## config.mk

```make
export PLATFORM = sky130hd
export DESIGN_NAME = sdram_cmd_fsm
export DESIGN_NICKNAME = d
export VERILOG_FILES = /design/src/rtl/sdram_cmd_pkg.sv /design/src/rtl/sdram_cmd_timer.sv /design/src/rtl/sdram_cmd_enc.sv /design/src/rtl/sdram_cmd_fsm.sv
export SDC_FILE = /design/constraint.sdc
export NUM_CORES = 1
export LEC_CHECK = 0
export BUFFER_PORTS_ARGS = -buffer_cell sky130_fd_sc_hd__buf_2
export CAP_MARGIN = 20
export CELL_PAD_IN_SITES_DETAIL_PLACEMENT = 1
export CELL_PAD_IN_SITES_GLOBAL_PLACEMENT = 2
export CORE_MARGIN = 2
export CORE_UTILIZATION = 32
export DETAILED_ROUTE_END_ITERATION = 8
export PLACE_DENSITY_LB_ADDON = 0.1
export SLEW_MARGIN = 20
export SYNTH_ARGS = -nofsm -noshare
export SYNTH_HDL_FRONTEND = slang
export SYNTH_SLANG_ARGS = --single-unit
```

## constraint.sdc

```tcl
create_clock -name clk_i -period 2.2 [get_ports clk_i]
set_input_delay 0.33 -clock clk_i [delete_from_list [all_inputs] [get_ports clk_i]]
set_output_delay 0.33 -clock clk_i [all_outputs]
set_load 0.05 [all_outputs]
```

## src/rtl/sdram_cmd_pkg.sv

```systemverilog
package sdram_cmd_pkg;
  typedef enum logic [3:0] {
    ST_IDLE, ST_ACT, ST_RD, ST_WR, ST_WDAT, ST_CL, ST_RDAT,
    ST_BST, ST_PRE, ST_REF, ST_LMR
  } state_e;

  localparam logic [2:0] OP_READ  = 3'd1;
  localparam logic [2:0] OP_WRITE = 3'd2;
  localparam logic [2:0] OP_PRE   = 3'd3;
  localparam logic [2:0] OP_REF   = 3'd4;
  localparam logic [2:0] OP_LMR   = 3'd5;

  // {cs_n, ras_n, cas_n, we_n}
  localparam logic [3:0] BUS_NOP = 4'b0111;
  localparam logic [3:0] BUS_ACT = 4'b0011;
  localparam logic [3:0] BUS_RD  = 4'b0101;
  localparam logic [3:0] BUS_WR  = 4'b0100;
  localparam logic [3:0] BUS_BST = 4'b0110;
  localparam logic [3:0] BUS_PRE = 4'b0010;
  localparam logic [3:0] BUS_REF = 4'b0001;
  localparam logic [3:0] BUS_LMR = 4'b0000;
endpackage

```

## src/rtl/sdram_cmd_timer.sv

```systemverilog
module sdram_cmd_timer #(
  parameter int CNT_W = 4
) (
  input  logic             clk_i,
  input  logic             rst_ni,
  input  logic             clr_i,
  output logic [CNT_W-1:0] cnt_o
);
  always_ff @(posedge clk_i or negedge rst_ni) begin
    if (!rst_ni)    cnt_o <= '0;
    else if (clr_i) cnt_o <= '0;
    else            cnt_o <= cnt_o + 1'b1;
  end
endmodule

```

## src/rtl/sdram_cmd_enc.sv

```systemverilog
module sdram_cmd_enc import sdram_cmd_pkg::*; #(
  parameter int BA_W   = 2,
  parameter int ROW_W  = 13,
  parameter int COL_W  = 10,
  parameter int AP_BIT = 10
) (
  input  state_e           state_i,
  input  logic             first_i,
  input  logic [BA_W-1:0]  ba_i,
  input  logic [ROW_W-1:0] row_i,
  input  logic [COL_W-1:0] col_i,
  input  logic             ap_i,
  output logic [3:0]       bus_o,
  output logic [BA_W-1:0]  ba_o,
  output logic [ROW_W-1:0] a_o
);
  logic [ROW_W-1:0] a_col;

  always_comb begin
    a_col = '0;
    a_col[COL_W-1:0] = col_i;
    a_col[AP_BIT] = ap_i;
  end

  always_comb begin
    bus_o = BUS_NOP;
    ba_o  = '0;
    a_o   = '0;
    unique case (state_i)
      ST_ACT: begin bus_o = BUS_ACT; ba_o = ba_i; a_o = row_i; end
      ST_RD:  begin bus_o = BUS_RD;  ba_o = ba_i; a_o = a_col; end
      ST_WR:  begin bus_o = BUS_WR;  ba_o = ba_i; a_o = a_col; end
      ST_BST: bus_o = BUS_BST;
      ST_LMR: begin bus_o = BUS_LMR; ba_o = ba_i; a_o = row_i; end
      ST_PRE: if (first_i) begin bus_o = BUS_PRE; a_o[AP_BIT] = 1'b1; end
      ST_REF: if (first_i) bus_o = BUS_REF;
      default: ;
    endcase
  end
endmodule

```

## src/rtl/sdram_cmd_fsm.sv

```systemverilog
module sdram_cmd_fsm import sdram_cmd_pkg::*; #(
  parameter int BA_W      = 2,
  parameter int ROW_W     = 13,
  parameter int COL_W     = 10,
  parameter int AP_BIT    = 10,
  parameter int DQ_W      = 8,
  parameter int CAS_LAT   = 2,
  parameter int BURST_LEN = 4,
  parameter int T_RP      = 3,
  parameter int T_RFC     = 7
) (
  input  logic                        clk_i,
  input  logic                        rst_ni,
  input  logic                        cmd_valid_i,
  input  logic [2:0]                  op_i,
  input  logic [BA_W+ROW_W+COL_W-1:0] addr_i,
  input  logic                        auto_pre_i,
  input  logic [2*DQ_W-1:0]           wdata_i,
  input  logic                        bterm_i,
  input  logic                        rfsh_req_i,
  output logic                        busy_o,
  output logic                        cs_n_o,
  output logic                        ras_n_o,
  output logic                        cas_n_o,
  output logic                        we_n_o,
  output logic [BA_W-1:0]             ba_o,
  output logic [ROW_W-1:0]            a_o,
  output logic                        wr_en_o,
  output logic [2*DQ_W-1:0]           wr_data_o,
  output logic                        rd_en_o
);
  localparam int ADDR_W    = BA_W + ROW_W + COL_W;
  localparam int BURST_CYC = BURST_LEN / 2;
  localparam int M1        = (CAS_LAT > BURST_CYC) ? CAS_LAT : BURST_CYC;
  localparam int M2        = (T_RP > T_RFC) ? T_RP : T_RFC;
  localparam int CNT_MAX   = (M1 > M2) ? M1 : M2;
  localparam int CNT_W     = $clog2(CNT_MAX + 1);

  state_e             state_q, state_d;
  logic [2:0]         op_q;
  logic [ADDR_W-1:0]  addr_q;
  logic               ap_q;
  logic [2*DQ_W-1:0]  wd_q;
  logic [CNT_W-1:0]   cnt;
  logic               accept, op_known;
  logic [3:0]         bus;

  assign op_known = (op_i >= OP_READ) && (op_i <= OP_LMR);
  assign accept   = (state_q == ST_IDLE) && !rfsh_req_i && cmd_valid_i && op_known;

  always_comb begin
    state_d = state_q;
    unique case (state_q)
      ST_IDLE: begin
        if (rfsh_req_i) state_d = ST_REF;
        else if (accept) begin
          unique case (op_i)
            OP_READ, OP_WRITE: state_d = ST_ACT;
            OP_PRE:            state_d = ST_PRE;
            OP_REF:            state_d = ST_REF;
            default:           state_d = ST_LMR;
          endcase
        end
      end
      ST_ACT:  state_d = (op_q == OP_READ) ? ST_RD : ST_WR;
      ST_RD:   state_d = ST_CL;
      ST_WR:   state_d = ST_WDAT;
      ST_CL:   if (cnt == CNT_W'(CAS_LAT - 1)) state_d = ST_RDAT;
      ST_RDAT: begin
        if (bterm_i) state_d = ST_BST;
        else if (cnt == CNT_W'(BURST_CYC - 1)) state_d = ST_IDLE;
      end
      ST_WDAT: if (cnt == CNT_W'(BURST_CYC - 1)) state_d = ST_IDLE;
      ST_PRE:  if (cnt == CNT_W'(T_RP - 1)) state_d = ST_IDLE;
      ST_REF:  if (cnt == CNT_W'(T_RFC - 1)) state_d = ST_IDLE;
      default: state_d = ST_IDLE;
    endcase
  end

  always_ff @(posedge clk_i or negedge rst_ni) begin
    if (!rst_ni) begin
      state_q <= ST_IDLE;
      op_q    <= '0;
      addr_q  <= '0;
      ap_q    <= 1'b0;
      wd_q    <= '0;
    end else begin
      state_q <= state_d;
      if (accept) begin
        op_q   <= op_i;
        addr_q <= addr_i;
        ap_q   <= auto_pre_i;
        wd_q   <= wdata_i;
      end
    end
  end

  sdram_cmd_timer #(.CNT_W(CNT_W)) i_timer (
    .clk_i (clk_i),
    .rst_ni(rst_ni),
    .clr_i (state_d != state_q),
    .cnt_o (cnt)
  );

  sdram_cmd_enc #(
    .BA_W(BA_W), .ROW_W(ROW_W), .COL_W(COL_W), .AP_BIT(AP_BIT)
  ) i_enc (
    .state_i(state_q),
    .first_i(cnt == '0),
    .ba_i   (addr_q[ADDR_W-1 -: BA_W]),
    .row_i  (addr_q[COL_W +: ROW_W]),
    .col_i  (addr_q[COL_W-1:0]),
    .ap_i   (ap_q),
    .bus_o  (bus),
    .ba_o   (ba_o),
    .a_o    (a_o)
  );

  assign {cs_n_o, ras_n_o, cas_n_o, we_n_o} = bus;
  assign busy_o    = (state_q != ST_IDLE);
  assign rd_en_o   = (state_q == ST_RDAT);
  assign wr_en_o   = (state_q == ST_WDAT);
  assign wr_data_o = wd_q;

  p_rw_after_act_r2: assert property (@(posedge clk_i) disable iff (!rst_ni)
    (bus == BUS_RD || bus == BUS_WR) |-> $past(bus) == BUS_ACT);
  p_cl_gap_r3: assert property (@(posedge clk_i) disable iff (!rst_ni)
    $rose(rd_en_o) |-> $past(bus) == BUS_NOP);
  p_en_excl_r4: assert property (@(posedge clk_i) disable iff (!rst_ni)
    $onehot0({rd_en_o, wr_en_o}));
  p_bst_after_rd_r5: assert property (@(posedge clk_i) disable iff (!rst_ni)
    bus == BUS_BST |-> $past(rd_en_o) && !rd_en_o);
  p_pre_quiet_r6: assert property (@(posedge clk_i) disable iff (!rst_ni)
    bus == BUS_PRE |=> bus == BUS_NOP && busy_o);
  p_ref_quiet_r7: assert property (@(posedge clk_i) disable iff (!rst_ni)
    bus == BUS_REF |=> bus == BUS_NOP && busy_o);
  p_rfsh_first_r8: assert property (@(posedge clk_i) disable iff (!rst_ni)
    (!busy_o && rfsh_req_i) |=> bus == BUS_REF);
  p_idle_quiet_r10: assert property (@(posedge clk_i) disable iff (!rst_ni)
    !busy_o |-> bus == BUS_NOP && !rd_en_o && !wr_en_o);
endmodule

```

==> metrics, run 1 <==
status finished clean; Syn Area/Cell between 10 and 15 um2; maximum ir drop on the vdd rail 608 uV; unrepaired setup endpoints after global routing yes; WS Path Type register to primary output; core region area around 7800 um2; most instantiated flip-flop cell in the synthesis netlist sky130_fd_sc_hd__dfrtp_1; Synth top cells by count 52 x sky130_fd_sc_hd__dfrtp_1, 40 x sky130_fd_sc_hd__mux2_1, 10 x sky130_fd_sc_hd__a22o_1; number of warnings issued by yosys 0; post-synthesis async set-or-reset flop share 1.00; Die Wd 93.8 um; global routing usage summed across all routing layers 0.151; Tot Pwr 5.45 mW; Final Instance Area 3360 um2; worst slack at placement 0.198 ns; Placed Cells 395; clock root buffer sky130_fd_sc_hd__clkbuf_8; fin crit period ~2.1 ns; post-detailed-placement cell area 3170 um2; portion of synthesized cell area occupied by the leading cell type 0.504; max-slew violations 0; LEAKAGE around 1.6 nW; Critical Path, Cell by Cell or3b_4 -> a21oi_4 -> buf_8 -> a22o_1 -> buf_6; WP depth 5; Setup crit start state_q[3]; worst setup path end a_o[7]; number of I/O port buffers 86; PwrDens 1620 nW/um2; clock skew around 0.0077 ns; net count of the finished layout 354; drt pass-1 iters 4; Buf/Inv on CP 2; H-Tree Depth 2; Crit path largest cell delay just over 0.4 ns; post-synthesis sequential area ratio 0.504; RePlAce Congestion 0.720; Worst Setup End Kind primary output; first-pass GRT wire length 10.6 mm; signed area change from the synthesized netlist to the final layout 30.3%; non-filler cells, final 403; number of flops mapped to enable cells by yosys 0; WP data required 1.87 ns; post-layout utilization of the core 0.433; net count after synthesis 263; headroom to the max-slew limit 0.470; chip height about 94 um; Hold Worst Slack 0.110 ns; global route total overflow 0; share of final-layout standard cells stronger than drive strength 1 0.412; least setup slack across all paths after layout 0.0918 ns; kind of path behind the tightest hold check input pin to async pin; initial core utilization 0.332; CTS Sinks 52; latest clock arrival within the worst-skew pair 0.30 ns; total count of hold-check failures in the final report 0; vias in the first global route between 2000 and 2500; DRC violations left 0; via count just under 2000; filler cell count in the final layout 871; unique cell type count in the Yosys netlist 48; dominant cells by area after synthesis sky130_fd_sc_hd__dfrtp_1 50%, sky130_fd_sc_hd__mux2_1 17%, sky130_fd_sc_hd__a22o_1 3.4%, sky130_fd_sc_hd__mux2_2 2.2%, sky130_fd_sc_hd__ha_1 1.9%; post-detailed-route via-to-cell ratio 4.81; cells on worst reg2reg path 5; floorplan die area 8810 um2; aggregate routed wire length 6.12 mm; number of ports placed on the die boundary 88; Arr. time, crit path 1.78 ns; most numerous cell in the Yosys netlist sky130_fd_sc_hd__dfrtp_1; Starting DRT DRC Count 58; Synth Instances 209; HPWL after detailed placement about 4.7 mm; master of the slowest instance on the critical path sky130_fd_sc_hd__or3b_4; clk buf depth 2; FF+latch count, synth 52; cell type group with the largest total delay on the critical path simple AND/OR/NAND/NOR gates; Max Clk Rate around 470 MHz; endpoint of the worst-slack reg-to-reg timing path addr_q[22]; Max Cap Violations 0; std cell rows 32; setup slack of the worst register-to-register path 0.32 ns; count of inserted antenna diode cells 0; mapped cell area 2580 um2; FF-to-FF Start state_q[3]; antenna-violating nets left 0; CTS tree yes; Final Cycle Share 0.958; final setup violation count 0; largest net degree at the start of global routing 36; cell type contributing the most total cell area after synthesis sky130_fd_sc_hd__dfrtp_1; routed len/inst 15.2 um; clock transition at the register clock pins on the worst setup and hold paths after CTS approximately 0.090 ns; actual transition at the worst max-transition pin 0.796 ns; CTS buffer count 5; CP Max Fanout 10; final total negative setup slack 0 ns; antenna violations before repair 0; Setup crit start kind register
==> worst reg2reg max path, delay by kind of cell (launching register included) <==
| family | cells | cell delay (ns) |
|---|---|---|
| flip-flops | 1 | 0.40 |
| AND/OR/NAND/NOR | 2 | 0.52 |
| multiplexers | 1 | 0.38 |
| buffers and inverters | 2 | 0.46 |
==> metal layers <==
metal / vias up / wire [um] / global-route usage
li1: 935 / - / -
met1: 965 / 2900 / 0.220
met2: 37 / 2940 / 0.235
met3: 2 / 255 / 0.0273
met4: 0 / 32 / 0.0326
met5: - / 0 / 0
==> cell type report <==
| type | count | area [um2] | share of cell area |
|---|---|---|---|
| Clock inverter | 1 | 7.51 | 0.00223 |
| Multi-Input combinational cell | 137 | 1220 | 0.363 |
| Inverter | 7 | 26.3 | 0.00781 |
| Tap cell | 102 | 128 | 0.0379 |
| Timing Repair Buffer | 97 | 594 | 0.177 |
| Sequential cell | 52 | 1300 | 0.387 |
| Clock buffer | 7 | 86.3 | 0.0257 |
==> cell usage in the layout (no fill, tap or decap), types with 2 or more instances in the layout <==
cell / synthesis / layout
sky130_fd_sc_hd__nor2b_1: 6 / 5
sky130_fd_sc_hd__nand2_1: 5 / 5
sky130_fd_sc_hd__and2_1: 4 / 4
sky130_fd_sc_hd__a22o_1: 10 / 10
sky130_fd_sc_hd__nand3b_1: 3 / 3
sky130_fd_sc_hd__inv_1: 7 / 7
sky130_fd_sc_hd__clkbuf_8: 0 / 6
sky130_fd_sc_hd__ha_1: 4 / 4
sky130_fd_sc_hd__a211oi_1: 2 / 2
sky130_fd_sc_hd__xnor2_1: 3 / 3
sky130_fd_sc_hd__mux2_2: 5 / 5
sky130_fd_sc_hd__buf_4: 3 / 12
sky130_fd_sc_hd__o21ai_0: 9 / 7
sky130_fd_sc_hd__dfrtp_1: 52 / 52
sky130_fd_sc_hd__buf_6: 1 / 11
sky130_fd_sc_hd__buf_2: 4 / 73
sky130_fd_sc_hd__a21oi_1: 4 / 4
sky130_fd_sc_hd__o211ai_1: 2 / 2
sky130_fd_sc_hd__or2_2: 2 / 2
sky130_fd_sc_hd__mux2_1: 40 / 40
sky130_fd_sc_hd__nand2b_1: 3 / 3
sky130_fd_sc_hd__nor2_1: 7 / 7
sky130_fd_sc_hd__a2111oi_1: 2 / 2
==> cell families (layout without fill, tap and decap cells) <==
logic type,after synthesis,count (layout),synth area share
other cells,1,1,0.00145
buf+inv,20,112,0.0383
mux,45,45,0.196
compound gates,43,43,0.126
xor+xnor,3,3,0.0102
fa+ha+maj,4,4,0.0194
simple gates,41,41,0.105
flops,52,52,0.504
==> power by group <==
group / leakage [nW] / switching (mW) / internal, mW
clock network: 0.0445 / 0.308 / 0.256
logic: 0.892 / 2.09 / 1.12
registers: 0.637 / 0.251 / 1.41
total: 1.57 / 2.65 / 2.79
==> flip-flops by register name (all words and copies together) (netlist names) <==
signal	flops
addr_q	25
wr_data_o	16
state_q	4
i_timer.cnt_o	3
op_q	3
ap_q	1
==> repair_timing <==
action	4_1_cts	5_1_grt
hold buffers	0	0
pin swaps	1	1
setup endpoints to repair	15	15
resized for setup	26	7
buffers inserted	0	0
==> worst min path at each step <==
stage	startpoint	endpoint	slack, ns	cells after the start
finish	rst_ni	wr_data_o[12]	0.11	1
global route	rst_ni	addr_q[2]	0.17	1
CTS	rst_ni	wr_data_o[12]	0.13	1
detailed placement	rst_ni	wr_data_o[12]	0.47	1
global placement	rst_ni	wr_data_o[12]	0.47	1
floorplan	rst_ni	addr_q[0]	0.03	0
Note: power is estimated with default switching activity, not from simulation.
==> inputs of run 2 (changes only) <==
--- a/config.mk
+++ b/config.mk
@@ -10,7 +10,7 @@
 export CELL_PAD_IN_SITES_DETAIL_PLACEMENT = 1
 export CELL_PAD_IN_SITES_GLOBAL_PLACEMENT = 2
 export CORE_MARGIN = 2
-export CORE_UTILIZATION = 32
+export CORE_UTILIZATION = 28
 export DETAILED_ROUTE_END_ITERATION = 8
 export PLACE_DENSITY_LB_ADDON = 0.1
 export SLEW_MARGIN = 20
==> constraint.sdc (replaced) <==
create_clock -name clk_i -period 1.7 [get_ports clk_i]
set_input_delay 0.255 -clock clk_i [delete_from_list [all_inputs] [get_ports clk_i]]
set_output_delay 0.255 -clock clk_i [all_outputs]
set_load 0.05 [all_outputs]
==> run 2 against run 1 <==
  * The run now ends with negative setup slack left
  * Largest power group unchanged
  * Global-route usage fell by 0.35 points
  * Critical endpoint is now a_o[8]
  * Register-to-register slack lost 0.65 ns
  * Critical path depth unchanged
  * Setup slack worse by 0.46 ns
==> metrics, run 2 (same netlist as run 1, synthesis figures left out) <==
endpoint of the worst-slack reg-to-reg timing path wr_data_o[7]; largest net degree at the start of global routing 38 (+5.6%); kind of path behind the tightest hold check input pin to register; vias in the first global route 2302 (+9.0%); H-Tree Depth 2 (unchanged); DRC violations left 0 (unchanged); unrepaired setup endpoints after global routing yes; filler cell count in the final layout 971 (+11%); chip height 100 um (+6.6%); fin crit period 2.07 ns; WP depth 5 (unchanged); most frequent standard cell in the layout excluding fill and tap cells sky130_fd_sc_hd__buf_2; clock skew 0.00599 ns (-0.00168 ns); violations in the final reports negative setup slack; Arr. time, crit path 1.81 ns (+0.03 ns); latest clock arrival within the worst-skew pair 0.31 ns (about the same); share of final-layout standard cells stronger than drive strength 1 0.731 (+0.319); global route total overflow 0 (unchanged); total count of hold-check failures in the final report 0 (unchanged); met3 routed WL 337 um (+32%); fraction of power spent switching nets 0.442 (-0.0446); PwrDens 2130 nW/um2 (+32%); final setup violation count 69 (+69); post-layout utilization of the core 0.486 (+0.0526); first-pass GRT wire length 11.7 mm (+9.8%); Crit path largest cell delay 0.42 ns (about the same); LEAKAGE 2.18 nW (+38%); worst setup path end a_o[8]; CTS buffer count 5 (unchanged); net count of the finished layout 395 (+12%); clk buf depth 2 (unchanged); RePlAce Congestion 0.726 (+0.86%); CP Max Fanout 9 (-1); routed len/inst 16.8 um (+11%); Worst Setup End Kind primary output; clock transition at the register clock pins on the worst setup and hold paths after CTS 0.11 ns (+0.02 ns); Detail Route met2 WL 3.83 mm (+30%); WP data required 1.44 ns (-0.43 ns); maximum ir drop on the vdd rail 899 uV (+48%); CTS Sinks 52 (unchanged); Die Wd 100 um (+6.6%); status finished, violations left; WS Path Type register to primary output; setup slack of the worst register-to-register path -0.33 ns (-0.65 ns); antenna-violating nets left 0 (unchanged); std cell rows 35 (+9.4%); headroom to the max-slew limit 0.665 (+0.195); initial core utilization 0.284 (-0.0490); number of flip-flops in the largest register 25 (unchanged); floorplan die area 10000 um2 (+14%); Tot Pwr 9.44 mW (+73%); drt pass-1 iters 3 (-1); Final Cycle Share 1.22; Max Clk Rate about 480 MHz; clock root buffer sky130_fd_sc_hd__clkbuf_8; Starting DRT DRC Count 55 (-5.2%); HPWL after detailed placement 5.24 mm (+11%); FF-to-FF Start state_q[3]; post-detailed-route via-to-cell ratio 4.70 (-2.2%); cells on worst reg2reg path 8 (+3); register with the most flip-flops addr_q; Setup crit start state_q[1]; detailed-route wire length on metal 1 3.41 mm (+18%); clock power share 0.095 (-0.009); combinational group share of total power 0.668 (+0.077); Critical Path, Cell by Cell or3b_4 -> a21oi_4 -> buf_12 -> a22o_2 -> buf_6; switching power summed over all nets 4.17 mW (+57%); count of inserted antenna diode cells 0 (unchanged); global routing usage summed across all routing layers 0.148 (-0.00350); Setup crit start kind register; actual transition at the worst max-transition pin 0.495 ns (-0.301 ns); internal power contribution 5.26 mW (+88%); final total negative setup slack -18.61 ns (-18.61 ns); max-slew violations 0 (unchanged); Buf/Inv on CP 2 (unchanged); antenna violations before repair 0 (unchanged); number of ports placed on the die boundary 88 (unchanged); CTS tree yes; signed area change from the synthesized netlist to the final layout 71.3%; core region area 9110 um2 (+17%); via count 2131 (+9.9%); highest metal layer with signal wires met4; cell type group with the largest total delay on the critical path flip-flops; aggregate routed wire length 7.62 mm (+25%); top library cells by usage in the layout, fill and taps aside 65 x sky130_fd_sc_hd__buf_2, 51 x sky130_fd_sc_hd__dfrtp_1, 40 x sky130_fd_sc_hd__mux2_4; multi-input gate area in the final layout 1640 um2 (+34%); master of the slowest instance on the critical path sky130_fd_sc_hd__dfrtp_1; total area of sequential cells 1300 um2 (about the same); least setup slack across all paths after layout -0.369 ns (-0.461 ns); Max Cap Violations 0 (unchanged); Sequential Power Share 0.237 (-0.069); number of I/O port buffers 86 (unchanged)
-- run 2: worst register-to-register path: stages (launching register included) --
cell and delay, ns:
sky130_fd_sc_hd__dfrtp_1 0.40, sky130_fd_sc_hd__buf_6 0.13, sky130_fd_sc_hd__buf_6 0.11, sky130_fd_sc_hd__nor4_4 0.31, sky130_fd_sc_hd__buf_4 0.17, sky130_fd_sc_hd__nand4_4 0.15, sky130_fd_sc_hd__buf_12 0.21, sky130_fd_sc_hd__clkbuf_16 0.16
sky130_fd_sc_hd__mux2_4 0.30
-- run 2: how the worst min path moves through the flow --
stage / startpoint / endpoint / slack [ns] / cells past startpoint
detailed placement: rst_ni / wr_data_o[15] / 0.22 / 1
floorplan: rst_ni / addr_q[0] / -0.04 / 0
global route: addr_i[3] / addr_q[3] / 0.15 / 2
finish: addr_i[3] / addr_q[3] / 0.17 / 2
CTS: auto_pre_i / ap_q / 0.14 / 2
global placement: rst_ni / wr_data_o[15] / 0.22 / 1
-- run 2: layout make-up --
type | instances | share of cell area
multi-input cells | 137 | 0.371
flip-flops and latches | 52 | 0.294
repair buffers | 138 | 0.270
well taps | 111 | 0.0314
clock buffers | 5 | 0.0156
clock inverters | 3 | 0.0105
inverters | 7 | 0.00707
-- run 2: timing repair --
item	CTS	global route
endpoints found under the hold margin	15	0
gates resized for setup	92	67
endpoints found under the setup margin	69	72
hold buffers	1	0
buffers inserted	10	7
pin swaps	9	12
gates cloned	2	2
-- run 2: power by group through the flow --
stage / Combinational [mW] / Clock, mW / Sequential [mW]
floorplan: 2.62 / 0 / 2.84
global placement: 4.53 / 0 / 2.22
detailed placement: 4.59 / 0 / 2.24
CTS: 5.60 / 0.928 / 2.21
global route: 6.68 / 0.971 / 2.33
finish: 6.30 / 0.898 / 2.23
-- run 2: metrics by stage --
| step | hold slack, ns | setup WS [ns] | area, um2 | std cells |
|---|---|---|---|---|
| 2_1_floorplan | -0.0406 | -0.0714 | 2730 | 209 |
| 3_3_place_gp | 0.222 | -0.111 | 3530 | 427 |
| 3_5_place_dp | 0.220 | -0.135 | 3530 | 427 |
| 4_1_cts | 0.139 | -0.380 | 4110 | 448 |
| 5_1_grt | 0.153 | -0.415 | 4420 | 453 |
| 6_report | 0.166 | -0.369 | 4420 | 453 |
-- run 2: routing by layer --
metal	vias to the layer above	track usage
li1	1016	-
met1	1060	0.190
met2	49	0.254
met3	6	0.0369
met4	0	0.0285
met5	-	0
==> inputs of run 3 (changes only) <==
--- a/config.mk
+++ b/config.mk
@@ -5,7 +5,7 @@
 export SDC_FILE = /design/constraint.sdc
 export NUM_CORES = 1
 export LEC_CHECK = 0
-export BUFFER_PORTS_ARGS = -buffer_cell sky130_fd_sc_hd__buf_2
+export BUFFER_PORTS_ARGS = -buffer_cell sky130_fd_sc_hd__buf_4
 export CAP_MARGIN = 20
 export CELL_PAD_IN_SITES_DETAIL_PLACEMENT = 1
 export CELL_PAD_IN_SITES_GLOBAL_PLACEMENT = 2
==> run 3 against run 2 <==
  * Critical path depth stayed put
  * Worst hold slack worse by 0.19 ns
  * Die area stayed put
  * Flip-flop and latch count stayed put
  * Critical path type unchanged
  * The run ends with negative hold slack, negative setup slack left
  * First-iteration DRC count is 1.8% higher
  * Final area is 7.8% higher
  * Clock skew is 0.0029 ns higher
==> metrics, run 3 (same netlist as run 1, synthesis figures left out) <==
via count 2228 (+4.6%); kind of path behind the tightest hold check input pin to async pin; cell type group with the largest total delay on the critical path simple AND/OR/NAND/NOR gates; std cell rows 35 (unchanged); register with the most flip-flops addr_q; internal power contribution 5.58 mW (+6.0%); switching power summed over all nets 4.36 mW (+4.5%); status finished, violations left; Hold Worst Slack -0.0283 ns (-0.194 ns); unrepaired setup endpoints after global routing yes; WS Path Type register to primary output; number of flip-flops in the largest register 25 (unchanged); Placed Cells 428 (+0.23%); post-detailed-placement cell area 3730 um2 (+5.6%); actual transition at the worst max-transition pin 0.671 ns (+0.176 ns); vias in the first global route 2404 (+4.4%); clock transition at the register clock pins on the worst setup and hold paths after CTS 0.09 ns (-0.02 ns); Arr. time, crit path 1.80 ns (about the same); LEAKAGE 2.31 nW (+6.0%); RePlAce Congestion 0.705 (-2.9%); share of final-layout standard cells stronger than drive strength 1 0.747 (+0.0162); H-Tree Depth 2 (unchanged); CTS tree yes; Max Clk Rate 486 MHz (+0.52%); non-filler cells, final 463 (+2.2%); antenna-violating nets left 0 (unchanged); signed area change from the synthesized netlist to the final layout 84.6%; CP Max Fanout 4 (-5); Starting DRT DRC Count 56 (+1.8%); count of inserted antenna diode cells 0 (unchanged); Worst Setup End Kind primary output; drt pass-1 iters 4 (+1); floorplan die area 10000 um2 (unchanged); violations in the final reports negative hold slack, negative setup slack; CTS buffer count 5 (unchanged); number of I/O port buffers 86 (unchanged); WP data required 1.44 ns (about the same); PwrDens 2080 nW/um2 (-2.3%); core region area 9110 um2 (unchanged); worst slack at placement -0.0990 ns (+0.0359 ns); latest clock arrival within the worst-skew pair 0.31 ns (about the same); Crit path largest cell delay 0.42 ns (about the same); Setup crit start kind register; CTS Sinks 52 (unchanged); post-layout utilization of the core 0.523 (+0.0378); clock skew 0.00889 ns (+0.00290 ns); fin crit period 2.06 ns (-0.0107 ns); aggregate routed wire length 8.20 mm (+7.6%); global route total overflow 0 (unchanged); Sequential Power Share 0.228 (-0.009); HPWL after detailed placement 5.17 mm (-1.4%); chip height 100 um (unchanged); clock root buffer sky130_fd_sc_hd__clkbuf_8; cells on worst reg2reg path 7 (-1); filler cell count in the final layout 952 (-2.0%); Final Cycle Share 1.21 (-0.00627); Die Wd 100 um (unchanged); Final Instance Area 4770 um2 (+7.8%); final setup violation count 69 (unchanged); initial core utilization 0.284 (unchanged); Buf/Inv on CP 2 (unchanged); Max Cap Violations 0 (unchanged); top library cells by usage in the layout, fill and taps aside 101 x sky130_fd_sc_hd__buf_4, 50 x sky130_fd_sc_hd__dfrtp_1, 40 x sky130_fd_sc_hd__mux2_4; DRC violations left 0 (unchanged); routed len/inst 17.7 um (+5.2%); fraction of power spent switching nets 0.439 (-0.00355); net count of the finished layout 405 (+2.5%); master of the slowest instance on the critical path sky130_fd_sc_hd__dfrtp_2; first-pass GRT wire length 12.4 mm (+6.6%); global routing usage summed across all routing layers 0.157 (+0.00894); clk buf depth 2 (unchanged); max-slew violations 0 (unchanged); post-detailed-route via-to-cell ratio 4.81 (+2.3%); number of ports placed on the die boundary 88 (unchanged); clock power share 0.076 (-0.019); WP depth 5 (unchanged); largest net degree at the start of global routing 53 (+39%); least setup slack across all paths after layout -0.358 ns (+0.0107 ns); headroom to the max-slew limit 0.553 (-0.112); combinational group share of total power 0.696 (+0.028); Critical Path, Cell by Cell or3b_4 -> a21oi_4 -> buf_4 -> and2_4 -> buf_6; total count of hold-check failures in the final report 52 (+52); most frequent standard cell in the layout excluding fill and tap cells sky130_fd_sc_hd__buf_4; antenna violations before repair 0 (unchanged); maximum ir drop on the vdd rail 1000 uV (+12%)
-- run 3: power groups by stage --
stage,Combinational [mW],Clock (mW),Sequential [mW]
after detailed placement,4.90,0,2.26
after CTS,5.97,0.765,2.23
after floorplan,2.62,0,2.84
final,6.92,0.752,2.26
after global placement,4.86,0,2.22
after global routing,7.30,0.821,2.36
-- run 3: area by class of cell --
class	count	area (um2)	share of cell area
Clock buffer	7	86.3	0.0181
Clock inverter	1	7.51	0.00157
Inverter	7	28.8	0.00604
Multi-Input combinational cell	137	1730	0.363
Sequential cell	52	1300	0.273
Tap cell	111	139	0.0291
Timing Repair Buffer	148	1470	0.309
-- run 3: per-layer routing --
layer / vias to the layer above / GRT usage / share of wire
met5: - / 0 / 0
met3: 9 / 0.0397 / 0.051
met1: 1127 / 0.199 / 0.44
met2: 53 / 0.272 / 0.50
li1: 1039 / - / -
met4: 0 / 0.0285 / 0.012
-- run 3: what timing repair did --
item,in CTS,in global routing
setup endpoints to repair,41,71
pin swaps,13,15
hold buffers,0,0
cloned,4,3
resized for setup,78,76
buffers inserted,14,11
-- run 3: path summary, 6_finish.rpt --
path / start / endpoint / slack (ns)
worst max-delay path: state_q[0] / a_o[12] / -0.36
worst min-delay path: rst_ni / wr_data_o[15] / -0.03
worst max register to register: state_q[3] / wr_data_o[6] / -0.24
worst min register to register: wr_data_o[14] / wr_data_o[14] / 0.52
max in group asynchronous: rst_ni / state_q[2] / 1.24
min in group clk_i: wdata_i[14] / wr_data_o[14] / 0.17
-- run 3: metrics by stage --
stage	power [mW]	hold slack [ns]	TNS, ns
after detailed placement	7.16	0.341	-1.44
after global placement	7.08	0.355	-1.10
final	9.93	-0.0283	-14.69
after global routing	10.5	0.0183	-20.94
after CTS	8.96	0.00553	-20.16
after floorplan	5.45	-0.0406	-0.650
